===== config.mk =====
export PLATFORM = sky130hd
export DESIGN_NAME = instr_field_decoder
export DESIGN_NICKNAME = d
export VERILOG_FILES = /design/src/rtl/ifd_pkg.sv /design/src/rtl/ifd_opc_table.sv /design/src/rtl/ifd_layout.sv /design/src/rtl/ifd_sext.sv /design/src/rtl/instr_field_decoder.sv
export SDC_FILE = /design/constraint.sdc
export NUM_CORES = 1
export LEC_CHECK = 0
export BUFFER_PORTS_ARGS = -buffer_cell sky130_fd_sc_hd__buf_2
export CAP_MARGIN = 20
export CORE_MARGIN = 2
export CORE_UTILIZATION = 50
export DETAILED_ROUTE_END_ITERATION = 10
export GPL_ROUTABILITY_DRIVEN = 0
export PLACE_DENSITY = 0.75
export SYNTH_ARGS = -nofsm -noshare
export SYNTH_HDL_FRONTEND = slang
export SYNTH_SLANG_ARGS = --single-unit

===== constraint.sdc =====
create_clock -name clk -period 4.45 [get_ports clk]
set_input_delay 0.2225 -clock clk [delete_from_list [all_inputs] [get_ports clk]]
set_output_delay 0.2225 -clock clk [all_outputs]
set_load 0.05 [all_outputs]

===== src/rtl/ifd_pkg.sv =====
package ifd_pkg;

   typedef enum logic [1:0] {
      IK_NONE = 2'd0,
      IK_BYTE = 2'd1,
      IK_FULL = 2'd2
   } imm_kind_e;

   typedef struct packed {
      logic      ok;
      logic      form;
      imm_kind_e ik;
   } opc_info_t;

   typedef enum logic [2:0] {
      S_PFX  = 3'd0,
      S_ESC  = 3'd1,
      S_FORM = 3'd2,
      S_IDX  = 3'd3,
      S_DISP = 3'd4,
      S_IMM  = 3'd5
   } dec_state_e;

   localparam int FLAG_W = 6;

   // flag mask for a legacy prefix byte, zero when the byte is not a prefix
   function automatic logic [FLAG_W-1:0] legacy_mask(input logic [7:0] b);
      logic [FLAG_W-1:0] m;
      m = '0;
      case (b)
         8'hF0: m[0] = 1'b1;
         8'hF2: m[1] = 1'b1;
         8'hF3: m[2] = 1'b1;
         8'h26, 8'h2E, 8'h36, 8'h3E, 8'h64, 8'h65: m[3] = 1'b1;
         8'h66: m[4] = 1'b1;
         8'h67: m[5] = 1'b1;
         default: m = '0;
      endcase
      return m;
   endfunction

endpackage


===== src/rtl/ifd_opc_table.sv =====
module ifd_opc_table
   import ifd_pkg::*;
(
   input  logic       esc,
   input  logic [7:0] op,
   output opc_info_t  info
);

   always_comb begin
      info = '{ok: 1'b0, form: 1'b0, ik: IK_NONE};
      if (!esc) begin
         if (op[7:6] == 2'b00 && op[2:0] <= 3'd5) begin
            info.ok = 1'b1;
            if (!op[2]) info.form = 1'b1;
            else        info.ik   = op[0] ? IK_FULL : IK_BYTE;
         end else if (op[7:4] == 4'h5) begin
            info.ok = 1'b1;
         end else if (op[7:4] == 4'h7) begin
            info.ok = 1'b1;
            info.ik = IK_BYTE;
         end else if (op[7:4] == 4'h9 && !op[3]) begin
            info.ok = 1'b1;
         end else if (op[7:4] == 4'hB) begin
            info.ok = 1'b1;
            info.ik = op[3] ? IK_FULL : IK_BYTE;
         end else begin
            case (op)
               8'h68, 8'hE8, 8'hE9: begin info.ok = 1'b1; info.ik = IK_FULL; end
               8'h6A, 8'hEB:        begin info.ok = 1'b1; info.ik = IK_BYTE; end
               8'h69, 8'h81, 8'hC7: begin info.ok = 1'b1; info.form = 1'b1; info.ik = IK_FULL; end
               8'h6B, 8'h80, 8'h83, 8'hC6: begin info.ok = 1'b1; info.form = 1'b1; info.ik = IK_BYTE; end
               8'h84, 8'h85, 8'h86, 8'h87, 8'h88, 8'h89, 8'h8A, 8'h8B,
               8'h8D, 8'h8F, 8'hFF: begin info.ok = 1'b1; info.form = 1'b1; end
               8'hC3:               info.ok = 1'b1;
               default:             info.ok = 1'b0;
            endcase
         end
      end else begin
         if (op[7:4] == 4'h8) begin
            info.ok = 1'b1;
            info.ik = IK_FULL;
         end else begin
            case (op)
               8'h1F, 8'hAF, 8'hB6, 8'hB7, 8'hBE, 8'hBF: begin info.ok = 1'b1; info.form = 1'b1; end
               default: info.ok = 1'b0;
            endcase
         end
      end
   end

endmodule


===== src/rtl/ifd_layout.sv =====
module ifd_layout (
   input  logic [1:0] amode,
   input  logic [2:0] sel,
   output logic       need_idx,
   output logic [2:0] dlen
);

   localparam logic [2:0] SEL_IDX   = 3'd4;
   localparam logic [2:0] SEL_NOBASE = 3'd5;

   always_comb begin
      need_idx = (amode != 2'b11) && (sel == SEL_IDX);
      case (amode)
         2'b01:   dlen = 3'd1;
         2'b10:   dlen = 3'd4;
         2'b00:   dlen = (sel == SEL_NOBASE) ? 3'd4 : 3'd0;
         default: dlen = 3'd0;
      endcase
   end

endmodule


===== src/rtl/ifd_sext.sv =====
module ifd_sext #(
   parameter int OUT_W  = 32,
   parameter bit SIGNED = 1'b1
) (
   input  logic [31:0]      raw,
   input  logic [2:0]       nbytes,
   output logic [OUT_W-1:0] val
);

   if (OUT_W < 32) begin : g_bad_width
      $fatal(1, "ifd_sext: OUT_W must be at least 32");
   end

   if (SIGNED) begin : g_signed
      always_comb begin
         case (nbytes)
            3'd1:    val = OUT_W'(signed'(raw[7:0]));
            3'd2:    val = OUT_W'(signed'(raw[15:0]));
            3'd4:    val = OUT_W'(signed'(raw));
            default: val = '0;
         endcase
      end
   end else begin : g_unsigned
      always_comb begin
         case (nbytes)
            3'd1:    val = OUT_W'(raw[7:0]);
            3'd2:    val = OUT_W'(raw[15:0]);
            3'd4:    val = OUT_W'(raw);
            default: val = '0;
         endcase
      end
   end

endmodule


===== src/rtl/instr_field_decoder.sv =====
module instr_field_decoder
   import ifd_pkg::*;
#(
   parameter int MAX_PFX = 4,
   parameter int DW      = 32,
   localparam int MAX_LEN = MAX_PFX + 12,
   localparam int LEN_W   = $clog2(MAX_LEN + 1)
) (
   input  logic              clk,
   input  logic              rst_n,
   input  logic              in_valid,
   input  logic [7:0]        in_byte,
   output logic              done,
   output logic              invalid,
   output logic [5:0]        pfx_flags,
   output logic              ext_seen,
   output logic [3:0]        ext_wrxb,
   output logic              two_byte,
   output logic [7:0]        opcode,
   output logic              has_form,
   output logic [1:0]        amode,
   output logic [2:0]        regf,
   output logic [2:0]        rmf,
   output logic              has_idx,
   output logic [3:0]        idx_scale,
   output logic [2:0]        idx_index,
   output logic [2:0]        idx_base,
   output logic [2:0]        disp_bytes,
   output logic [DW-1:0]     disp_val,
   output logic [2:0]        imm_bytes,
   output logic [DW-1:0]     imm_val,
   output logic [LEN_W-1:0]  ins_len
);

   localparam int PC_W = $clog2(MAX_PFX + 1);

   if (MAX_PFX < 1 || MAX_PFX > 14) begin : g_bad_pfx
      $fatal(1, "instr_field_decoder: MAX_PFX out of range 1..14");
   end
   if (DW < 32) begin : g_bad_dw
      $fatal(1, "instr_field_decoder: DW must be at least 32");
   end

   dec_state_e        state_q, state_d;
   logic              fresh_q, fresh_d;
   logic              done_q, done_d;
   logic              inv_q, inv_d;
   logic [LEN_W-1:0]  cnt_q, cnt_d;
   logic [PC_W-1:0]   npfx_q, npfx_d;
   logic [5:0]        flags_q, flags_d;
   logic              exts_q, exts_d;
   logic [3:0]        ext_q, ext_d;
   logic              esc_q, esc_d;
   logic [7:0]        op_q, op_d;
   logic              form_q, form_d;
   logic [7:0]        mrm_q, mrm_d;
   logic              idxs_q, idxs_d;
   logic [7:0]        sib_q, sib_d;
   logic [2:0]        dlen_q, dlen_d;
   logic [2:0]        ilen_q, ilen_d;
   logic [31:0]       draw_q, draw_d;
   logic [31:0]       iraw_q, iraw_d;
   logic [1:0]        bpos_q, bpos_d;

   logic [5:0]        pmask;
   opc_info_t         info;
   logic [1:0]        lay_amode;
   logic              lay_need_idx;
   logic [2:0]        lay_dlen;
   logic              take_opc, after_addr, finish;

   assign pmask     = legacy_mask(in_byte);
   assign lay_amode = (state_q == S_FORM) ? in_byte[7:6] : mrm_q[7:6];

   ifd_opc_table u_table (
      .esc  (state_q == S_ESC),
      .op   (in_byte),
      .info (info)
   );

   ifd_layout u_layout (
      .amode    (lay_amode),
      .sel      (in_byte[2:0]),
      .need_idx (lay_need_idx),
      .dlen     (lay_dlen)
   );

   always_comb begin
      state_d = state_q;  fresh_d = fresh_q;  done_d = 1'b0;   inv_d = inv_q;
      cnt_d   = cnt_q;    npfx_d  = npfx_q;   flags_d = flags_q;
      exts_d  = exts_q;   ext_d   = ext_q;    esc_d  = esc_q;  op_d = op_q;
      form_d  = form_q;   mrm_d   = mrm_q;    idxs_d = idxs_q; sib_d = sib_q;
      dlen_d  = dlen_q;   ilen_d  = ilen_q;   draw_d = draw_q; iraw_d = iraw_q;
      bpos_d  = bpos_q;
      take_opc = 1'b0;  after_addr = 1'b0;  finish = 1'b0;

      if (in_valid) begin
         if (fresh_q) begin
            fresh_d = 1'b0; inv_d = 1'b0; cnt_d = '0; npfx_d = '0; flags_d = '0;
            exts_d = 1'b0; ext_d = '0; esc_d = 1'b0; op_d = '0; form_d = 1'b0;
            mrm_d = '0; idxs_d = 1'b0; sib_d = '0; dlen_d = '0; ilen_d = '0;
            draw_d = '0; iraw_d = '0; bpos_d = '0;
         end
         cnt_d = cnt_d + LEN_W'(1);

         case (state_q)
            S_PFX: begin
               if (pmask != '0 || in_byte[7:4] == 4'h4) begin
                  if (npfx_d == PC_W'(MAX_PFX)) begin
                     inv_d  = 1'b1;
                     finish = 1'b1;
                  end else begin
                     npfx_d  = npfx_d + PC_W'(1);
                     flags_d = flags_d | pmask;
                     if (in_byte[7:4] == 4'h4) begin
                        exts_d = 1'b1;
                        ext_d  = in_byte[3:0];
                     end
                  end
               end else if (in_byte == 8'h0F) begin
                  esc_d   = 1'b1;
                  state_d = S_ESC;
               end else begin
                  take_opc = 1'b1;
               end
            end
            S_ESC: take_opc = 1'b1;
            S_FORM: begin
               mrm_d = in_byte;
               if (lay_need_idx) begin
                  idxs_d  = 1'b1;
                  state_d = S_IDX;
               end else begin
                  dlen_d     = lay_dlen;
                  after_addr = 1'b1;
               end
            end
            S_IDX: begin
               sib_d      = in_byte;
               dlen_d     = lay_dlen;
               after_addr = 1'b1;
            end
            S_DISP: begin
               draw_d[{bpos_q, 3'b000} +: 8] = in_byte;
               if ({1'b0, bpos_q} == dlen_q - 3'd1) begin
                  bpos_d = '0;
                  if (ilen_q != 3'd0) state_d = S_IMM;
                  else                finish  = 1'b1;
               end else begin
                  bpos_d = bpos_q + 2'd1;
               end
            end
            S_IMM: begin
               iraw_d[{bpos_q, 3'b000} +: 8] = in_byte;
               if ({1'b0, bpos_q} == ilen_q - 3'd1) begin
                  bpos_d = '0;
                  finish = 1'b1;
               end else begin
                  bpos_d = bpos_q + 2'd1;
               end
            end
            default: begin
               inv_d  = 1'b1;
               finish = 1'b1;
            end
         endcase

         if (take_opc) begin
            op_d = in_byte;
            if (!info.ok) begin
               inv_d  = 1'b1;
               finish = 1'b1;
            end else begin
               form_d = info.form;
               case (info.ik)
                  IK_BYTE: ilen_d = 3'd1;
                  IK_FULL: ilen_d = flags_d[4] ? 3'd2 : 3'd4;
                  default: ilen_d = 3'd0;
               endcase
               if (info.form)           state_d = S_FORM;
               else if (ilen_d != 3'd0) state_d = S_IMM;
               else                     finish  = 1'b1;
            end
         end

         if (after_addr) begin
            if (dlen_d != 3'd0)      state_d = S_DISP;
            else if (ilen_d != 3'd0) state_d = S_IMM;
            else                     finish  = 1'b1;
         end

         if (finish) begin
            done_d  = 1'b1;
            fresh_d = 1'b1;
            state_d = S_PFX;
         end
      end
   end

   always_ff @(posedge clk or negedge rst_n) begin
      if (!rst_n) begin
         state_q <= S_PFX;  fresh_q <= 1'b1;  done_q <= 1'b0;  inv_q <= 1'b0;
         cnt_q   <= '0;     npfx_q  <= '0;    flags_q <= '0;
         exts_q  <= 1'b0;   ext_q   <= '0;    esc_q  <= 1'b0;  op_q <= '0;
         form_q  <= 1'b0;   mrm_q   <= '0;    idxs_q <= 1'b0;  sib_q <= '0;
         dlen_q  <= '0;     ilen_q  <= '0;    draw_q <= '0;    iraw_q <= '0;
         bpos_q  <= '0;
      end else begin
         state_q <= state_d;  fresh_q <= fresh_d;  done_q <= done_d;  inv_q <= inv_d;
         cnt_q   <= cnt_d;    npfx_q  <= npfx_d;   flags_q <= flags_d;
         exts_q  <= exts_d;   ext_q   <= ext_d;    esc_q  <= esc_d;   op_q <= op_d;
         form_q  <= form_d;   mrm_q   <= mrm_d;    idxs_q <= idxs_d;  sib_q <= sib_d;
         dlen_q  <= dlen_d;   ilen_q  <= ilen_d;   draw_q <= draw_d;  iraw_q <= iraw_d;
         bpos_q  <= bpos_d;
      end
   end

   ifd_sext #(.OUT_W(DW), .SIGNED(1'b1)) u_disp_ext (
      .raw    (draw_q),
      .nbytes (dlen_q),
      .val    (disp_val)
   );

   ifd_sext #(.OUT_W(DW), .SIGNED(1'b1)) u_imm_ext (
      .raw    (iraw_q),
      .nbytes (ilen_q),
      .val    (imm_val)
   );

   assign done       = done_q;
   assign invalid    = inv_q;
   assign pfx_flags  = flags_q;
   assign ext_seen   = exts_q;
   assign ext_wrxb   = ext_q;
   assign two_byte   = esc_q;
   assign opcode     = op_q;
   assign has_form   = form_q;
   assign amode      = mrm_q[7:6];
   assign regf       = mrm_q[5:3];
   assign rmf        = mrm_q[2:0];
   assign has_idx    = idxs_q;
   assign idx_scale  = 4'b0001 << sib_q[7:6];
   assign idx_index  = sib_q[5:3];
   assign idx_base   = sib_q[2:0];
   assign disp_bytes = dlen_q;
   assign imm_bytes  = ilen_q;
   assign ins_len    = cnt_q;

endmodule


======== Yosys cells after proc, flatten, opt, wreduce, memory -nomap -nowiden ========
Index checks and enable logic that the tools add are counted.
storage, ports and cells
  flip-flop bits (word level) ............. 124
  input port bits ......................... 11
  output and inout bits ................... 117
operators by class
  equality and inequality tests ........... 69
  bitwise operators ....................... 1
  multiplexer cells ....................... 139
  $add $sub $neg .......................... 6
  order comparisons ....................... 1
  reduce and logical (&&, ||, !) cells .... 29
  shift operators ......................... 3
operator list
  cell                      number
  $eq A8 B8 Y1 const B      28
  $mux W32                  6
  $pmux W32 S3              2
  $mux W3                   32
  $bwmux W32                2
  $eq A8 B7 Y1 const B      8
  $mux W1                   58
  $mux W6                   6
  $eq A8 B6 Y1 const B      4
  $mux W8                   4
  $shift A8 B7 Y32 const A  1
  $shiftx A8 B7 Y32         1
  $mux W4                   7
  $reduce_or A24 Y1         1
  $reduce_or A6 Y1          4
  $eq A3 B3 Y1 const B      7
  $mux W2                   10
  $pmux W3 S3               2
  $reduce_or A18 Y1         1
  $reduce_bool A3 Y1        5
  $eq A3 B2 Y1 const B      4
  $eq A4 B3 Y1 const B      3
  $eq A4 B4 Y1 const B      3
  $pmux W3 S2               2
  29 further kinds          47

======== Depth between registers and ports, before layout ========
  depth after elaboration ................. 25
  mapped depth ............................ 10

======== Cells and area by module ========
From an unflattened synthesis, not the netlist that was laid out.
unflattened totals
  cells, all modules ...................... 740
  area total of the unflattened synthesis .. 7129.3 um2
by module, submodules not included
  module               instances  cells an instance  area each (um2)
  instr_field_decoder  1          529                5630.4
  ifd_sext             2          64                 484.2
  ifd_opc_table        1          75                 478.0
  ifd_layout           1          8                  52.6

======== Worst setup path before layout ========
OpenSTA, ideal clock, no wires.
  kind .................................... reg-to-output
  from .................................... register ilen_q[0], in the netlist imm_bytes[0]
  to ...................................... output imm_val[0]
  cell stages (with the launch flop) ...... 9
  data arrival time ....................... 2361 ps
  path slack .............................. 1866 ps
  required time ........................... 4228 ps
  path buffers ............................ 2
  cells stage by stage .................... dfrtp_1 > inv_1 > ha_1 > and2_1 > clkbuf_1 > or2_2 > clkbuf_1 > a21o_1 > and2_1
between the ends
  word-level cells in the longest chain between the ends .. 2
RTL lines
  what                                        RTL line                    RTL
  start, declared                             instr_field_decoder.sv:60   logic [2:0] ilen_q, ilen_d;
  start signal, assigned                      instr_field_decoder.sv:213  dlen_q <= dlen_d; ilen_q <= ilen_d; draw_q <= draw_d; iraw_q <= iraw_d;
  $eq A3 B3 Y1, or another cell as far along  ifd_sext.sv:16              case (nbytes)
  $pmux W32 S3 (*)                            ifd_sext.sv:16
  end, declared                               instr_field_decoder.sv:31   output logic [DW-1:0] imm_val,
Every way passes the cells marked *; elsewhere a longest branch is shown, timed or not.

======== Final worst setup path ========
  from .................................... register ilen_q[0], in the netlist imm_bytes[0]
  to ...................................... output imm_val[4]
Same word-level chain as after synthesis.

==> results.md <==
* Status: finished clean
* Cells on worst reg2reg path at 7
* DIE WIDTH at 120.1 microns
* Port bufs at 127
* Slew headroom at 40.30%
* CP cell instances: inv_1 > ha_1 > and2_1 > or2_2 > a21o_1 > and2_1 > buf_2
* Maximum clock rate at around 0.34 GHz
* Core Util, Final at around three fifths
* Yosys warnings at 0
* First-pass GRT wire length at about 30 mm
* Synth top area share at 45.65%
* Yosys reg bits at 124
* Final HPWL DP at 12.39 mm
* Top cells by count, synth: dfrtp_1, nand2_1, a22o_1, o21ai_0, a21o_1
* Max-cap violation count at 0
* Area of the core at between 10,000 and 15,000 sq um
* Crit Path Class: reg2out
* Mapped Cells at about 700
* Area post-placement at about 7300 sq um
* Overflow left after global routing at 0
* Maximum VDD drop at 0.4180 mV
* CTS H-tree lvls at 4
* Data required, critical path at approximately 4.2 ns
* Critical Path Max Stage Delay at 0.49 ns
* Clk slew on worst S/H paths at 0.06 ns
* Post-CTS Resized at 0
* Switching power at 0.9952 mW
* Largest area contributor in the netlist: dfrtp_1
* Critical Path End Type: output pin
* Total CTS buffers at 17
* Period Utilization, post-route at approximately 66%
* Post-Synthesis Cell Area at 6743 sq um
* Combinational Power Share at 15.1%
* Post-synth EDFFs at 0
* Postcts setup bufs at 0
* Iteration-0 DRC count of the detailed router at around 600
* LEAKAGE at 4.304 nW
* Internal power at 2.626 mW
* Pre-CTS setup slack at 1.669 ns
* Worst slew pin tran at 0.8887 ns
* # setup viols final at 0
* Worst skew pair latency at 0.42 ns
* Delay-heaviest family, CP: simple AND/OR/NAND/NOR gates
* Crit Reg-Reg Startpoint: state_q[0]$_DFFE_PN0P_
* Worst hold slack at ~0.19 ns
* Setup TNS at 0 ns
* Initial antenna violation count at 0
* Slowest-stage cell, CP: dfrtp_1
* Die area at 14,430 sq um
* WL final at 18.46 mm
* Net Sw Frac at 27.48%
* Signal arrival time at the worst endpoint at 2.72 ns
* Initial core utilization at between 50% and 60%
* Syn avg cell area at 9.404 sq um
* Final ANT Viol Nets at 0
* CTS tree: built
* Longest Clk Path Bufs at 2
* Top FF cell, synth: dfrtp_1
* FP Rows at between 40 and 50
* Clk Tree Root Cell: clkbuf_16
* Reg-to-reg critical path endpoint: state_q[2]$_DFFE_PN0P_
* Startpoint Class: register
* Fin cells at 995
* Max-slew violations at 0
* Hold Buf Count CTS at 0
* Drt drc at 0
* Post-synth cell types at 69
* Vias in the first global route at approximately 5,600
* CP max FO at 17
* R2R setup slack at roughly 1.5 ns
* Share of cells above drive strength 1 at approximately 22%
* Chip height at 120.1 microns
* ANT cells at 0
* Clock power share at 43.4%
* # IOs at between 100 and 150
* Ys async rst share at 100.0%
* Pwr dens at about 450 nW/um^2
* Synth top area cells: dfrtp_1, a22o_1, nand2_1, a21o_1, o21ai_0
* Wire length per cell at roughly 19 microns
* First-pass DRT Iterations at 7
* Final clock skew at a little under 0.009 ns
* Area grow syn2layout at 19.28%
* Minimum clock period at ~2.9 ns
* Final net count at 833
* Sequential power share at 41.5%
* RSZ-0062 raised after global routing: false
* Fin area at 8043 sq um
* Final setup margin at 1.507 ns
* Routed via count at 6,007
* Hold WC Path Type: in2async
* WP buf/inv at 2
* Via/cell ratio at 6.037
* CTS Sinks at approximately 120
* Synth Net Count at around 740
* Largest net degree at the start of global routing at 83
* Register area share after synthesis at between 40 and 50%
* Hold Fails Final Rpt at 0
* Cells after DPL at 962
* Design Power at 3.622 mW
* Most common cell in the netlist: dfrtp_1
* Crit path top cell by count: and2_1
* Gr usage total at 26.00%
-- cell usage in the layout (no fill, tap or decap), types with 5 or more instances in the layout --
| cell | synthesis | final |
|---|---|---|
| a22o_1 | 68 | 68 |
| o21ai_0 | 48 | 48 |
| ha_1 | 15 | 15 |
| nand2b_1 | 11 | 11 |
| or2_2 | 5 | 5 |
| inv_1 | 23 | 23 |
| bufinv_16 | 0 | 6 |
| a21o_1 | 38 | 38 |
| a32o_1 | 5 | 5 |
| buf_2 | 14 | 126 |
| and2_1 | 24 | 24 |
| nor2b_1 | 11 | 11 |
| nand4_1 | 5 | 5 |
| nor2_1 | 24 | 24 |
| nand2_1 | 103 | 103 |
| a21oi_1 | 20 | 20 |
| dfrtp_1 | 123 | 123 |
| nand3_1 | 28 | 28 |
| nor3_1 | 16 | 16 |
| clkbuf_16 | 0 | 17 |
-- kinds of logic after synthesis --
| group | share of synthesized area [%] |
|---|---|
| adders and majority gates | 2.783 |
| and+or+nand+nor | 19.37 |
| xor gates and xnor gates | 0.9093 |
| muxes | 0.4639 |
| buffers and inverters | 5.437 |
| DFF | 46.04 |
| AOI/OAI and AO/OA | 25.00 |
-- state kept, by name (all words and copies together) (netlist names), 4 cells and up --
name	cells
draw_q	32
iraw_q	32
mrm_q	8
opcode	8
sib_q	8
pfx_flags	6
ins_len	5
ext_wrxb	4
-- cell type report --
class	count	area [sq um]
timing repair buffer	131	690.7
clock inverter	14	244.0
tap	176	220.2
sequential	124	3104
clock buffer	17	425.4
fill	1077	5147
inverter	23	86.33
multi-input combinational	510	3272
-- per-layer routing --
layer,track usage (%),share of wire (%)
met4,7.868,1.9
met2,42.33,48
met1,34.99,42
met5,0,0
met3,5.561,7.2
-- worst max path at each step --
stage / from / endpoint / slack, ns / cells after the start
after floorplan: imm_bytes[0]$_DFFE_PN0P_ / imm_val[0] / 1.87 / 8
after global placement: state_q[0]$_DFFE_PN0P_ / state_q[2]$_DFFE_PN0P_ / 1.76 / 6
after detailed placement: state_q[0]$_DFFE_PN0P_ / state_q[2]$_DFFE_PN0P_ / 1.67 / 6
after CTS: imm_bytes[0]$_DFFE_PN0P_ / imm_val[4] / 1.50 / 7
after global routing: state_q[0]$_DFFE_PN0P_ / state_q[2]$_DFFE_PN0P_ / 1.26 / 7
final: imm_bytes[0]$_DFFE_PN0P_ / imm_val[4] / 1.51 / 7
-- power by group through the flow --
| stage | sequential (mW) | combinational (mW) | clock [mW] |
|---|---|---|---|
| after detailed placement | 1.51 | 0.540 | 0 |
| after global routing | 1.53 | 0.597 | 1.64 |
| after CTS | 1.50 | 0.542 | 1.58 |
| final | 1.50 | 0.549 | 1.57 |
| after floorplan | 1.52 | 0.359 | 0 |
| after global placement | 1.51 | 0.518 | 0 |
Note: power is estimated with default switching activity, not from simulation.
